File: config.mk
export PLATFORM = sky130hd
export DESIGN_NAME = sleep_gate_seq
export DESIGN_NICKNAME = d
export VERILOG_FILES = /design/src/rtl/sgs_pkg.sv /design/src/rtl/sgs_regfile.sv /design/src/rtl/sgs_ack_merge.sv /design/src/rtl/sgs_sequencer.sv /design/src/rtl/sleep_gate_seq.sv
export SDC_FILE = /design/constraint.sdc
export NUM_CORES = 1
export LEC_CHECK = 0
export ABC_AREA = 0
export BUFFER_PORTS_ARGS = -buffer_cell sky130_fd_sc_hd__buf_2
export CAP_MARGIN = 40
export CELL_PAD_IN_SITES_DETAIL_PLACEMENT = 2
export CELL_PAD_IN_SITES_GLOBAL_PLACEMENT = 2
export CORE_MARGIN = 3
export CORE_UTILIZATION = 28
export CTS_CLUSTER_SIZE = 30
export DETAILED_ROUTE_END_ITERATION = 7
export PLACE_DENSITY = 0.59
export SLEW_MARGIN = 40
export SYNTH_ARGS = -nofsm -noshare
export SYNTH_HDL_FRONTEND = slang
export SYNTH_SLANG_ARGS = --single-unit
File: constraint.sdc
create_clock -name clk -period 3.8 [get_ports clk]
set_clock_uncertainty 0.05 [all_clocks]
set_input_delay 0.57 -clock clk [delete_from_list [all_inputs] [get_ports clk]]
set_output_delay 0.57 -clock clk [all_outputs]
set_load 0.01 [all_outputs]
File: src/rtl/sgs_pkg.sv
package sgs_pkg;
  typedef enum logic [1:0] {
    ST_IDLE  = 2'd0,
    ST_WAIT  = 2'd1,
    ST_GATED = 2'd2
  } seq_state_e;

  localparam int REG_ADDR_W = 2;
  localparam logic [REG_ADDR_W-1:0] A_DELAY = 2'd0;
  localparam logic [REG_ADDR_W-1:0] A_MASK  = 2'd1;
  localparam logic [REG_ADDR_W-1:0] A_CTRL  = 2'd2;
endpackage

File: src/rtl/sgs_regfile.sv
module sgs_regfile
  import sgs_pkg::*;
#(
  parameter int DATA_W = 64,
  parameter int DLY_W  = 24,
  parameter int NCLK   = 34
) (
  input  logic                  clk,
  input  logic                  rst_n,
  input  logic                  wr_en,
  input  logic [REG_ADDR_W-1:0] addr,
  input  logic [DATA_W-1:0]     wdata,
  output logic [DATA_W-1:0]     rdata,
  output logic [DLY_W-1:0]      dly_val,
  output logic [NCLK-1:0]       mask_val,
  output logic                  dly_en
);
  logic [DATA_W-1:0] dly_q, mask_q;
  logic              en_q;

  always_ff @(posedge clk or negedge rst_n) begin
    if (!rst_n) begin
      dly_q  <= '0;
      mask_q <= '0;
      en_q   <= 1'b0;
    end else if (wr_en) begin
      case (addr)
        A_DELAY: dly_q  <= wdata;
        A_MASK:  mask_q <= wdata;
        A_CTRL:  en_q   <= wdata[0];
        default: ;
      endcase
    end
  end

  always_comb begin
    case (addr)
      A_DELAY: rdata = dly_q;
      A_MASK:  rdata = mask_q;
      A_CTRL:  rdata = {{(DATA_W-1){1'b0}}, en_q};
      default: rdata = '0;
    endcase
  end

  assign dly_val  = dly_q[DLY_W-1:0];
  assign mask_val = mask_q[NCLK-1:0];
  assign dly_en   = en_q;

  // a delay write is visible on the next cycle with all bits kept
  assert_delay_store_R2: assert property (@(posedge clk) disable iff (!rst_n)
    (wr_en && addr == A_DELAY) |=> (dly_q == $past(wdata)));
endmodule

File: src/rtl/sgs_ack_merge.sv
module sgs_ack_merge #(
  parameter int NCLK = 34
) (
  input  logic [NCLK-1:0] ack,
  input  logic [NCLK-1:0] mask,
  output logic            all_ok
);
  logic [NCLK-1:0] sat;

  for (genvar i = 0; i < NCLK; i++) begin : g_sat
    assign sat[i] = ack[i] | ~mask[i];
  end

  assign all_ok = &sat;
endmodule

File: src/rtl/sgs_sequencer.sv
module sgs_sequencer
  import sgs_pkg::*;
#(
  parameter int DLY_W = 24,
  parameter int NCLK  = 34
) (
  input  logic             clk,
  input  logic             rst_n,
  input  logic             sleep_req,
  input  logic [NCLK-1:0]  clk_ack,
  input  logic [DLY_W-1:0] dly_val,
  input  logic [NCLK-1:0]  mask_val,
  input  logic             dly_en,
  output logic [NCLK-1:0]  gate_q
);
  seq_state_e       state_q;
  logic [DLY_W-1:0] cnt_q, dly_s, cnt_inc;
  logic [NCLK-1:0]  mask_s;
  logic             en_s, all_ok, hit_dly, finish;

  sgs_ack_merge #(.NCLK(NCLK)) u_ack (
    .ack   (clk_ack),
    .mask  (mask_s),
    .all_ok(all_ok)
  );

  assign cnt_inc = cnt_q + DLY_W'(1);
  assign hit_dly = (dly_s != '0) && (cnt_inc == dly_s);
  assign finish  = en_s ? hit_dly : (all_ok || hit_dly);

  always_ff @(posedge clk or negedge rst_n) begin
    if (!rst_n) begin
      state_q <= ST_IDLE;
      cnt_q   <= '0;
      dly_s   <= '0;
      mask_s  <= '0;
      en_s    <= 1'b0;
      gate_q  <= '0;
    end else if (!sleep_req) begin
      state_q <= ST_IDLE;
      cnt_q   <= '0;
      gate_q  <= '0;
    end else begin
      case (state_q)
        ST_IDLE: begin
          dly_s  <= dly_val;
          mask_s <= mask_val;
          en_s   <= dly_en;
          cnt_q  <= '0;
          if (dly_en && dly_val == '0) begin
            state_q <= ST_GATED;
            gate_q  <= mask_val;
          end else begin
            state_q <= ST_WAIT;
          end
        end
        ST_WAIT: begin
          if (dly_s != '0) cnt_q <= cnt_inc;
          if (finish) begin
            state_q <= ST_GATED;
            gate_q  <= mask_s;
          end
        end
        default: ;
      endcase
    end
  end

  // only captured-mask clocks can be commanded off
  assert_in_mask_R11: assert property (@(posedge clk) disable iff (!rst_n)
    (gate_q & ~mask_s) == '0);

  // fixed mode stays ungated until the count is reached, acks notwithstanding
  assert_fixed_wait_R4: assert property (@(posedge clk) disable iff (!rst_n)
    (state_q == ST_WAIT && en_s && sleep_req && !hit_dly) |=> gate_q == '0);

  // no timeout when delay is zero in acknowledge mode
  assert_no_limit_R7: assert property (@(posedge clk) disable iff (!rst_n)
    (state_q == ST_WAIT && !en_s && dly_s == '0 && !all_ok && sleep_req)
      |=> gate_q == '0);

  // gated outputs hold while the request stays
  assert_hold_R9: assert property (@(posedge clk) disable iff (!rst_n)
    (state_q == ST_GATED && sleep_req) |=> $stable(gate_q));

  // captured settings do not move during a sequence
  assert_snapshot_R10: assert property (@(posedge clk) disable iff (!rst_n)
    (state_q != ST_IDLE && sleep_req) |=>
      ($stable(dly_s) && $stable(mask_s) && $stable(en_s)));

  // a withdrawn request clears count and gating
  assert_clear_R8: assert property (@(posedge clk) disable iff (!rst_n)
    !sleep_req |=> (cnt_q == '0 && gate_q == '0));
endmodule

File: src/rtl/sleep_gate_seq.sv
module sleep_gate_seq
  import sgs_pkg::*;
#(
  parameter int DATA_W = 64,
  parameter int DLY_W  = 24,
  parameter int NCLK   = 34
) (
  input  logic                  clk,
  input  logic                  rst_n,
  input  logic                  reg_wr_en,
  input  logic [REG_ADDR_W-1:0] reg_addr,
  input  logic [DATA_W-1:0]     reg_wdata,
  output logic [DATA_W-1:0]     reg_rdata,
  input  logic                  sleep_req,
  input  logic [NCLK-1:0]       clk_ack,
  output logic [NCLK-1:0]       gate_off
);
  logic [DLY_W-1:0] dly_val;
  logic [NCLK-1:0]  mask_val, gate_q;
  logic             dly_en;

  sgs_regfile #(.DATA_W(DATA_W), .DLY_W(DLY_W), .NCLK(NCLK)) u_regs (
    .clk     (clk),
    .rst_n   (rst_n),
    .wr_en   (reg_wr_en),
    .addr    (reg_addr),
    .wdata   (reg_wdata),
    .rdata   (reg_rdata),
    .dly_val (dly_val),
    .mask_val(mask_val),
    .dly_en  (dly_en)
  );

  sgs_sequencer #(.DLY_W(DLY_W), .NCLK(NCLK)) u_seq (
    .clk      (clk),
    .rst_n    (rst_n),
    .sleep_req(sleep_req),
    .clk_ack  (clk_ack),
    .dly_val  (dly_val),
    .mask_val (mask_val),
    .dly_en   (dly_en),
    .gate_q   (gate_q)
  );

  // release is immediate when the request drops
  assign gate_off = gate_q & {NCLK{sleep_req}};
endmodule

* Yosys cells after proc, flatten, opt, wreduce, memory -nomap -nowiden *
Index checks and enable logic that the tools add are counted.

storage, ports and cells
  register bits after elaboration = 248
  word-level logic and storage cells = 115

operators by class
  equality and inequality tests = 8
  muxes and demuxes = 13
  add/subtract/negate cells = 1
  reduce and logical (&&, ||, !) cells = 15
  bitwise logic cells = 69

operators by type and width
  operator                                                                  count
  64-bit one-hot mux with 3 select lines                                    1
  34-bit two-way mux                                                        3
  34-bit one-hot mux with 2 select lines                                    1
  24-bit two-way mux                                                        2
  24-bit one-hot mux with 2 select lines                                    1
  34-bit bitwise AND                                                        1
  1-bit NOT                                                                 34
  1-bit OR                                                                  34
  34-bit AND reduction                                                      1
  24-bit by 1-bit adder with 24-bit output (second input constant)          1
  24-bit equality test                                                      1
  24-bit logical NOT                                                        1
  24-bit nonzero test                                                       1
  2-bit AND reduction                                                       6
  3-bit by 2-bit inequality test with 1-bit output (second input constant)  3
  2-bit two-way mux                                                         3
  2-bit by 1-bit equality test with 1-bit output (second input constant)    2
  2-bit logical NOT                                                         2
  2-bit one-hot mux with 2 select lines                                     1
  3-bit by 1-bit inequality test with 1-bit output (second input constant)  1
  3-bit AND reduction                                                       1
  2-bit equality test (second input constant)                               1
  1-bit logical AND                                                         2
  1-bit logical OR                                                          1
  1-bit two-way mux                                                         1

* Depth between registers and ports, before layout *
  depth after elaboration = 8
  gate-level depth with buffers = 11
  gate-level depth less buffers = 8

* Modules after synthesis *
Synthesis repeated with hierarchy kept, for this count alone.

second synthesis, totals
  cell total of the unflattened synthesis = 1200
  area, all modules = 13787.0 sq um

modules (own cells, without submodules)
  module          area each (sq um)  cells each  times used
  sgs_regfile     6772.7             477         1
  sgs_sequencer   6454.9             635         1
  sgs_ack_merge   289.0              51          1
  sleep_gate_seq  270.3              37          1

* Worst setup path after synthesis *
OpenSTA, ideal clock, no wires.

  path type = register to register
  from = reg u_seq.cnt_q[0]
  to = reg u_seq.gate_q[10]
  data required time = 3.622 ns
  clock period less this slack = 2.914 ns
  setup slack = 0.886 ns
  setup time = 0.128 ns
  cell stages (with the launch flop) = 10
  arrival = 2.735 ns
  path through = dfrtp_1 > ha_1 > nand3_1 > nor4_4 > a21oi_1 > nor4b_1 > nand4_4 > buf_6 > a221oi_2 > nand3_1

between the ends
  longest elaborated chain between the ends = 7

RTL lines
  element                                                              line                 source
  start, declared                                                      sgs_sequencer.sv:17  logic [DLY_W-1:0] cnt_q, dly_s, cnt_inc;
  start signal, assigned                                               sgs_sequencer.sv:58  if (dly_s != '0) cnt_q <= cnt_inc;
  24-bit by 1-bit adder with 24-bit output *                           sgs_sequencer.sv:27  assign cnt_inc = cnt_q + DLY_W'(1);
  24-bit equality test *                                               sgs_sequencer.sv:28  assign hit_dly = (dly_s != '0) && (cnt_inc == dly_s);
  1-bit logical AND *                                                  sgs_sequencer.sv:28
  1-bit logical OR                                                     sgs_sequencer.sv:29  assign finish = en_s ? hit_dly : (all_ok || hit_dly);
  1-bit two-way mux *                                                  sgs_sequencer.sv:29
  3-bit by 2-bit inequality test with 1-bit output (no source line) *  --
  3-bit AND reduction (no source line) *                               --
  end signal, assigned                                                 sgs_sequencer.sv:52  gate_q <= mask_val;
  end signal, assigned                                                 sgs_sequencer.sv:61  gate_q <= mask_s;
  end, declared                                                        sgs_sequencer.sv:14  output logic [NCLK-1:0] gate_q

Every way passes the cells marked *; elsewhere a longest branch is shown, timed or not.
A chain may end at the register's enable or synchronous reset.

* Worst setup path after layout *
  from = reg u_seq.cnt_q[0]
  to = reg u_seq.gate_q[6]

The elaborated chain is that of the path after synthesis.

==> results.md <==
* Status: complete, no violations
* I/O pin count at 202
* Per-cell routed wire length at 23.6 um
* Crit end category: register
* Vias post-DR at 11,000
* Seq/Total Area, Yosys at 45.4%
* GR Overflow Total at 0
* P_leak at 7.28 nW
* Hold WC Path Type: input port to register
* Clk_lat worst skew at 0.58 ns
* Worst Path Max Fanout at 35
* Iter 0 DRT Violations at 425
* Iteration count of the initial detailed-routing pass at 5
* Peak VDD IR at 404 uV
* Post-place setup slack at 0.380 ns
* Yosys warning count at 0
* Distinct cells, synth at 65
* CORE AREA at 0.0480 sq mm
* Synth Cell Area at 0.0137 sq mm
* CTS sink cnt at 248
* Initial Util at 28.5%
* CP required at 4.19 ns
* Final count of negative-setup-slack endpoints at 0
* Register-to-register setup slack at 0.39 ns
* Hold slack at 0.183 ns
* Inserted Clock Buffers at 31
* CTS Root Cell: clkbuf_16
* CTS tree: done
* CP Launch Type: register
* PwrDens at 640 mW/mm^2
* GRT Total Usage at 18.8%
* Hold endpoint: u_regs.mask_q[36]$_DFFE_PN0P_
* Final Hold Vio Count at 0
* Vias in the first global route at 11,900
* Area Overhead vs Synth at 21.0%
* First-pass GRT wire length at 75.3 mm
* Ys async rst share at 100%
* Syn Inst Count at 1,283
* Largest net degree at the start of global routing at 93
* Vias/cell at 5.28
* Fin crit period at 3.41 ns
* Max-Cap Viols at 0
* Final net count at 1,549
* CP Class: register to register
* Predominant post-synthesis flop cell: dfrtp_1
* CTS Buffer Depth at 3
* Final Max Slew Viols at 0
* Slew @ Worst Pin at 0.757 ns
* Port Buffers at 201
* Cts repair resizes at 0
* Die area at 0.0516 sq mm
* Reg-to-reg critical path endpoint: u_seq.gate_q[6]$_DFFE_PN0P_
* Share of cells above drive strength 1 at 36.1%
* Final setup TNS at 0 ns
* Min-delay src: reg_wdata[36]
* Dpl hpwl at 34.9 mm
* Die Wd at 227 um
* Std-Cell Rows at 80
* Worst flop-to-flop path startpoint: u_seq.cnt_q[0]$_DFFE_PN0P_
* Fmax at 293 MHz
* Die height at 227 um
* Worst slew margin at 49.6%
* Arrival time worst endpoint at 3.81 ns
* Hold Path Depth at 2
* Period utilisation layout at 89.9%
* Final WS setup at 0.385 ns
* Worst R2R Path Depth at 9
* Syn avg cell area at 10.7 sq um
* Drt drc at 0
* Setup bufs post-CTS at 0
* Post-synth EDFFs at 0
* H-tree levels at 1
* WL final at 49.3 mm
* Gpl congestion at 0.772
* #FFs+latches synth at 248
* Reg clk slew, reported paths at 0.06 ns
* RSZ-0062 raised after global routing: no
* Initial antenna violation count at 13
* Fill count at 5,220
* Antenna viol nets, final at 0
* Syn Nets at 1,388
-- power breakdown --
part / total [mW] / internal, mW / switching (mW)
clock: 3.26 / 2.04 / 1.23
sequential: 4.16 / 3.38 / 0.783
combinational: 3.16 / 1.49 / 1.68
-- layer usage --
metal	up-vias	global-route usage [%]	share of wire, %
met1	5714	26.3	46
met5	-	0	0.19
met4	14	3.00	1.5
met3	56	4.69	5.5
met2	190	30.2	46
li1	5051	-	-
-- synthesized netlist by cell type, types with 3 or more instances --
master     count  area share [%]
and3_1         8            0.37
xor2_1        10            0.64
nor2_1       122             3.3
mux2i_1       64             4.7
inv_1         15            0.41
a22oi_1       34             1.9
nor4_1        18            0.82
buf_4          7            0.38
nor4_2         3            0.27
buf_6          4            0.33
o41ai_1        8            0.51
xnor2_1       15            0.96
dfrtp_1      248              45
nand2_1       18            0.49
buf_2         21            0.77
o21ai_0       66             2.4
o22ai_1        3            0.14
nand2b_1       4            0.18
nand4_1       45             2.1
nor2b_1       25             1.1
nand3_1       47             1.7
and4_1         4            0.26
a2111oi_0      8            0.51
o31ai_1       12            0.66
a221oi_2      29             3.2
clkbuf_1      72             2.0
nor3_1        40             1.5
a221oi_1       5            0.32
a31oi_1        4            0.18
nand3b_1       4            0.22
or3_1          5            0.23
mux2_2       189              16
buf_1          4            0.11
a21oi_1       13            0.48
and2_1        69             3.2
o31a_1         3            0.19
-- critical path, cell delays in order (launching register included) --
cell	delay, ns
dfrtp_1	0.48
ha_1	0.33
and3_1	0.36
a31oi_1	0.13
nand4b_1	0.20
or4_1	0.64
or4_1	0.45
buf_4	0.27
o21ai_0	0.25
nand3_1	0.12
-- placed cells by master (no fill, tap or decap), types with 15 or more instances in the layout --
cell       synthesis  final
dfrtp_1          248    248
buf_2             21    199
mux2_2           189    189
nor2_1           122    122
and2_1            69     69
o21ai_0           66     65
mux2i_1           64     64
nand3_1           47     47
nand4_1           45     45
nor3_1            40     40
a22oi_1           34     34
clkbuf_16          0     31
a221oi_2          29     29
nor2b_1           25     25
buf_4              7     25
nand2_1           18     18
nor4_1            18     18
inv_1             15     15
xnor2_1           15     15
-- area by class of cell --
class / instances / area [sq um] / share of cell area, %
timing repair buffer: 236 / 1380 / 8.36
clock buffer: 40 / 880 / 5.31
antenna: 5 / 12.5 / 0.0756
sequential: 248 / 6210 / 37.5
clock inverter: 18 / 259 / 1.56
multi-input combinational: 912 / 6990 / 42.2
inverter: 15 / 56.3 / 0.340
tap: 615 / 769 / 4.65
-- flip-flops by register name, summed over array words and instances (netlist names) --
signal,cells
u_regs.dly_en,1
u_regs.dly_q,64
u_regs.mask_q,64
u_seq.cnt_q,24
u_seq.dly_s,24
u_seq.en_s,1
u_seq.gate_q,34
u_seq.mask_s,34
u_seq.state_q,2
-- metrics by stage --
| stage | std cells | instance area, sq um | total power [mW] | util (%) |
|---|---|---|---|---|
| 2_1_floorplan | 1283 | 13700 | 6.07 | - |
| 3_3_place_gp | 2021 | 15300 | 7.23 | 31.9 |
| 3_5_place_dp | 2024 | 15400 | 7.41 | 32.0 |
| 4_1_cts | 2082 | 16500 | 10.8 | 34.3 |
| 5_1_grt | 2084 | 16500 | 11.3 | 34.4 |
| 6_report | 2089 | 16600 | 10.6 | 34.5 |
-- how the worst max path moves through the flow --
stage / to / slack (ns) / from
4_1_cts: u_seq.gate_q[6]$_DFFE_PN0P_ / 0.36 / u_seq.cnt_q[0]$_DFFE_PN0P_
6_report: u_seq.gate_q[6]$_DFFE_PN0P_ / 0.39 / u_seq.cnt_q[0]$_DFFE_PN0P_
3_3_place_gp: u_seq.state_q[0]$_DFFE_PN0P_ / 0.47 / u_seq.cnt_q[0]$_DFFE_PN0P_
5_1_grt: u_seq.gate_q[29]$_DFFE_PN0P_ / 0.07 / u_seq.cnt_q[0]$_DFFE_PN0P_
3_5_place_dp: u_seq.state_q[0]$_DFFE_PN0P_ / 0.38 / u_seq.cnt_q[0]$_DFFE_PN0P_
2_1_floorplan: u_seq.gate_q[10]$_DFFE_PN0P_ / 0.89 / u_seq.cnt_q[0]$_DFFE_PN0P_
-- cells by family (layout without fill, tap and decap cells) --
logic type	count (synthesis)	after routing	share of synthesized area (%)
other	0	5	0
DFF	248	248	45.4
muxes	253	253	20.2
AOI/OAI and AO/OA	203	203	11.6
xor gates and xnor gates	25	25	1.60
buffers and inverters	123	309	3.98
and+or+nand+nor	430	430	17.2
adders and majority gates	1	1	0.0914
-- timing repair --
item                                   CTS  global route
hold buffers                             0             1
endpoints found under the hold margin    0            24
setup endpoints to repair                0             0
Power figures use the tool's default switching activity.
